**src/rtl/panel_power_seq.sv**
```systemverilog
module panel_power_seq #(
  parameter int WAIT_CYC = 4500000
) (
  input  logic        clk,
  input  logic        rst_n,
  input  logic        req_valid,
  input  logic [1:0]  req_state,
  input  logic        disp_on,
  input  logic        disp_off,
  input  logic        cmd_done,
  output logic        panel_rst_n,
  output logic        cmd_valid,
  output logic [7:0]  cmd_addr,
  output logic [1:0]  cmd_len,
  output logic [15:0] cmd_data,
  output logic [1:0]  cur_state,
  output logic        busy
);
  localparam int CW = $clog2(WAIT_CYC + 1);
  localparam logic [4:0] UP_FIRST   = 5'd0;
  localparam logic [4:0] UP_LAST    = 5'd3;
  localparam logic [4:0] WAKE_FIRST = 5'd4;
  localparam logic [4:0] WAKE_LAST  = 5'd12;
  localparam logic [4:0] DOWN_FIRST = 5'd13;
  localparam logic [4:0] DOWN_LAST  = 5'd15;
  localparam logic [4:0] OFF_STEP   = 5'd16;
  localparam logic [4:0] UNBLANK    = 5'd17;
  localparam logic [4:0] BLANK      = 5'd18;

  typedef enum logic [1:0] {PH_WAIT, PH_IDLE, PH_RUN} phase_t;

  phase_t        ph;
  logic [4:0]    idx, stop;
  logic [1:0]    goal, cur;
  logic [CW-1:0] cnt;
  logic          rel;
  logic [25:0]   ent;

  logic          go;
  logic [4:0]    go_first, go_last;
  logic [1:0]    go_goal;

  function automatic logic [25:0] step(input logic [4:0] i);
    case (i)
      5'd0, 5'd1, 5'd2: step = {8'h00, 2'd0, 16'h0000};
      5'd3:  step = {8'hB0, 2'd1, 16'h0017};
      5'd4:  step = {8'hBC, 2'd1, 16'h0080};
      5'd5:  step = {8'h3B, 2'd1, 16'h0000};
      5'd6:  step = {8'hB0, 2'd1, 16'h0016};
      5'd7:  step = {8'hB8, 2'd2, 16'hFFF9};
      5'd8:  step = {8'h11, 2'd0, 16'h0000};
      5'd9:  step = {8'hBA, 2'd1, 16'h0001};
      5'd10: step = {8'hBB, 2'd1, 16'h0000};
      5'd11: step = {8'h3A, 2'd1, 16'h0060};
      5'd12: step = {8'hBF, 2'd1, 16'h0010};
      5'd13: step = {8'h28, 2'd0, 16'h0000};
      5'd14: step = {8'hB8, 2'd2, 16'h8002};
      5'd15: step = {8'h10, 2'd0, 16'h0000};
      5'd16: step = {8'hB0, 2'd1, 16'h0000};
      5'd17: step = {8'h29, 2'd0, 16'h0000};
      5'd18: step = {8'h28, 2'd0, 16'h0000};
      default: step = '0;
    endcase
  endfunction

  assign ent         = step(idx);
  assign cmd_addr    = ent[25:18];
  assign cmd_len     = ent[17:16];
  assign cmd_data    = ent[15:0];
  assign cmd_valid   = (ph == PH_RUN);
  assign busy        = (ph != PH_IDLE);
  assign cur_state   = cur;
  assign panel_rst_n = rel;

  always_comb begin
    go       = 1'b0;
    go_first = '0;
    go_last  = '0;
    go_goal  = cur;
    if (req_valid && req_state != 2'd3 && req_state != cur) begin
      go      = 1'b1;
      go_goal = req_state;
      case ({cur, req_state})
        4'b0001: begin go_first = UP_FIRST;   go_last = UP_LAST;   end
        4'b0010: begin go_first = UP_FIRST;   go_last = WAKE_LAST; end
        4'b0110: begin go_first = WAKE_FIRST; go_last = WAKE_LAST; end
        4'b0100: begin go_first = OFF_STEP;   go_last = OFF_STEP;  end
        4'b1001: begin go_first = DOWN_FIRST; go_last = DOWN_LAST; end
        4'b1000: begin go_first = DOWN_FIRST; go_last = OFF_STEP;  end
        default: go = 1'b0;
      endcase
    end else if (disp_on) begin
      go       = 1'b1;
      go_first = UNBLANK;
      go_last  = UNBLANK;
    end else if (disp_off) begin
      go       = 1'b1;
      go_first = BLANK;
      go_last  = BLANK;
    end
  end

  always_ff @(posedge clk or negedge rst_n) begin
    if (!rst_n) begin
      ph   <= PH_WAIT;
      rel  <= 1'b0;
      cnt  <= '0;
      idx  <= '0;
      stop <= '0;
      goal <= 2'd0;
      cur  <= 2'd0;
    end else begin
      case (ph)
        PH_WAIT: begin
          rel <= 1'b1;
          if (rel) begin
            if (cnt == CW'(WAIT_CYC - 1)) ph <= PH_IDLE;
            else cnt <= cnt + 1'b1;
          end
        end
        PH_IDLE: if (go) begin
          idx  <= go_first;
          stop <= go_last;
          goal <= go_goal;
          ph   <= PH_RUN;
        end
        PH_RUN: if (cmd_done) begin
          if (idx == stop) begin
            ph  <= PH_IDLE;
            cur <= goal;
          end else begin
            idx <= idx + 1'b1;
          end
        end
        default: ph <= PH_IDLE;
      endcase
    end
  end
endmodule

```
**config.mk**
```make
export PLATFORM = sky130hd
export DESIGN_NAME = panel_power_seq
export DESIGN_NICKNAME = d
export VERILOG_FILES = /design/src/rtl/panel_power_seq.sv
export SDC_FILE = /design/constraint.sdc
export NUM_CORES = 1
export LEC_CHECK = 0
export BUFFER_PORTS_ARGS = -buffer_cell sky130_fd_sc_hd__buf_4
export CAP_MARGIN = 20
export CORE_AREA = 5 5 110 112
export CTS_CLUSTER_DIAMETER = 200
export DETAILED_ROUTE_END_ITERATION = 12
export DIE_AREA = 0 0 115 117
export GPL_TIMING_DRIVEN = 0
export HOLD_SLACK_MARGIN = 0.15
export REMOVE_ABC_BUFFERS = 1
export SLEW_MARGIN = 20
export SYNTH_ARGS = -nofsm -noshare
export SYNTH_HDL_FRONTEND = slang
export SYNTH_SLANG_ARGS = --single-unit
export TNS_END_PERCENT = 20
```
**constraint.sdc**
```tcl
create_clock -name clk -period 2.5 [get_ports clk]
set_input_delay 0.125 -clock clk [delete_from_list [all_inputs] [get_ports clk]]
set_output_delay 0.125 -clock clk [all_outputs]
set_load 0.05 [all_outputs]
```
==> impl_metrics.csv <==
group,metric,value,unit
critical_path,crit_type,"reg -> out",
global_route,grt_pass1_wl,9.89,mm
sta,skew,0.00537,ns
synthesis,yosysWarnings,0,
global_route,grt_overflow_total,0,
power_and_ir_drop,power.density,1100,nW/um^2
global_route,first_global_vias,2021,
drt,ant_nets,0,
synthesis,synth-seq-cells,39,
sta,rsz0062_at_grt,"false",
drt,drt_iter0_drc,121,
die,core,11100,sq um
sta,post-route-min-period,2.29,ns
sta,hold_ws,0.157,ns
sta,relSlewSlack,0.592,
synthesis,yosys.cell_types.count,59,
clock_tree,post_cts_buffers,0,
critical_path,crit_path_max_fanout,20,
global_route,use_met3,0.0201,
drt,drt_wl_total,6.03,mm
place,hpwl,4.39,mm
synthesis,synth_area_leaders,"dfrtp_1 36%, xnor2_1 4.9%, ha_1 4.7%",
drt,firstDrtPassIters,4,
die,fp.dieArea,13500,sq um
synthesis,yosysMostFrequentCell,"dfrtp_1",
critical_path,critPathCaptureType,"output pin",
synthesis,synth_area,2680,sq um
finish,stdcell_area,3140,sq um
die,initial_core_util,0.241,
sta,fmax,436,MHz
sta,fin_crit_sh,0.917,
run_status,outcome,"completed",
power_and_ir_drop,peakVddDrop,1180,uV
die,die-width,115,microns
synthesis,syn_area_per_cell,9.00,sq um
synthesis,yosysTopAreaCellShare,0.364,
finish,fin_cells,464,
global_route,antenna_found_initial,0,
place,placed_cells,455,
critical_path,startpoint_type,"register",
finish,drive_gt1_frac,0.196,
clock_tree,htree_num_levels,2,
drt,vias,2198,
global_route,top_usage_layer,"met2",
die,rows,39,
sta,setup_violations,0,
min_path,hp-class,"in -> reg",
global_route,grt_use_met1,0.123,
finish,syn2layout_area_growth,17.2,%
clock_tree,cts_max_path_buffers,2,
synthesis,yosysSeqAreaShare,0.364,
synthesis,async_reset_ff_frac,1.00,
critical_path,cp.required,2.38,ns
critical_path,critical_path_arrival,2.17,ns
sta,hold_viol,0,
synthesis,yosys-top-cells-count,"39 x dfrtp_1, 21 x nand2_1, 17 x a21oi_1",
synthesis,netlist_instances,298,
sta,slew_viol_final,0,
sta,tightest_slew,0.612,ns
global_route,use_met2,0.147,
drt,wl_per_cell,13.0,microns
place,routabilityCongestion,0.806,
finish,antenna_cells,0,
place,portBuffers,37,
drt,via_per_inst,4.74,
clock_tree,cts.sinks,39,
drt,drc,0,
global_route,grt_usage,0.0894,
clock_tree,cts_made_buffers,5,
clock_tree,cts.clk_slew.worst_paths,0.06,ns
die,die_h,117,microns
clock_tree,insertion_delay,0.28,ns
synthesis,synth_ff_type,"dfrtp_1",
sta,fin_setup_tns,0,ns
finish,nFillCells,1197,
finish,fin_nets,338,
place,placed_area,2990,sq um
global_route,grt_max_degree,40,
clock_tree,tritoncts,"yes",
die,ioPinCount,39,
synthesis,synth_edf_count,0,
clock_tree,clockRootBuffer,"clkbuf_16",
power_and_ir_drop,p_leak,1.39,nW
job,cap_violations,0,
synthesis,synth_top_cell_by_area,"dfrtp_1",
-- worst max-delay path, cell delays in order, from the launching register on --
cell	delay, ns
dfrtp_2	0.58
clkinv_1	0.34
ha_1	0.33
a21oi_1	0.13
nor3_1	0.07
a31o_2	0.25
buf_4	0.18
-- state kept, by name, summed over array words and instances (netlist names) --
register     flops
stop             4
ph               2
panel_rst_n      1
cur_state        2
cnt             23
goal             2
idx              5
-- report_power, final --
part	total, mW	internal, mW	switching (mW)
logic	1.74	0.648	1.10
registers	1.10	0.797	0.307
clock network	0.612	0.369	0.243
total	3.46	1.81	1.65
-- logic make-up after synthesis --
kind of cell	share of synthesized area
compound gates	0.154
xor+xnor	0.0914
fa+ha+maj	0.0466
buf+inv	0.0760
flops	0.364
mux	0.0257
other cells	0.00140
simple gates	0.241
-- per-layer routing --
metal,share of wire,up-vias
met3,0.051,2
met1,0.48,1060
met4,0.00033,0
li1,-,1094
met5,0,-
met2,0.47,42
-- final timing paths --
path,start,end,slack [ns],depth (start not counted)
max in group asynchronous,rst_n,idx[3]$_DFFE_PN0P_,1.78,2
hold / removal,req_valid,stop[3]$_DFFE_PN0P_,0.16,3
min in group asynchronous,rst_n,cnt[20]$_DFFE_PN0P_,0.35,2
setup reg to reg,idx[4]$_DFFE_PN0P_,idx[2]$_DFFE_PN0P_,0.35,5
hold reg to reg,cnt[22]$_DFFE_PN0P_,cnt[22]$_DFFE_PN0P_,0.47,1
setup / recovery,idx[2]$_DFFE_PN0P_,cmd_data[1],0.21,6
-- what timing repair did --
item	in CTS	in global routing
endpoints found under the setup margin	3	9
endpoints found under the hold margin	39	0
gates resized for setup	1	2
hold buffers	1	0
-- cell usage in the layout (no fill, tap or decap), types with 3 or more instances in the layout --
cell type and instances:
nor2b_1 5, and2b_1 3, and2_1 4, a31oi_1 4, buf_4 37, nand2b_1 3
nand2_1 21, o21ai_0 13, ha_1 10, nor2_1 16, and3_1 11, mux2_2 3
nor3_1 13, nor4_1 5, inv_1 11, nor4b_1 3, a21oi_1 17, xnor2_1 15
nand4_1 5, nand3_1 14, clkbuf_16 5, xor2_1 13, dfrtp_1 37
-- final cells by class --
cell class	count	area, sq um	share of cell area
well taps	143	179	0.0569
flip-flops and latches	39	978	0.311
inverters	14	52.6	0.0167
multi-input cells	222	1510	0.480
clock inverters	1	5.00	0.00159
clock buffers	7	133	0.0422
repair buffers	38	288	0.0916
-- through the flow --
stage	power (mW)	setup slack, ns	util
4_1_cts	3.49	0.0370	0.282
2_1_floorplan	2.36	-6.93	-
3_5_place_dp	2.86	0.161	0.269
5_1_grt	3.71	0.0186	0.283
3_3_place_gp	2.83	0.184	0.269
6_report	3.46	0.207	0.283
No activity file was read; power rests on OpenSTA's default activity.
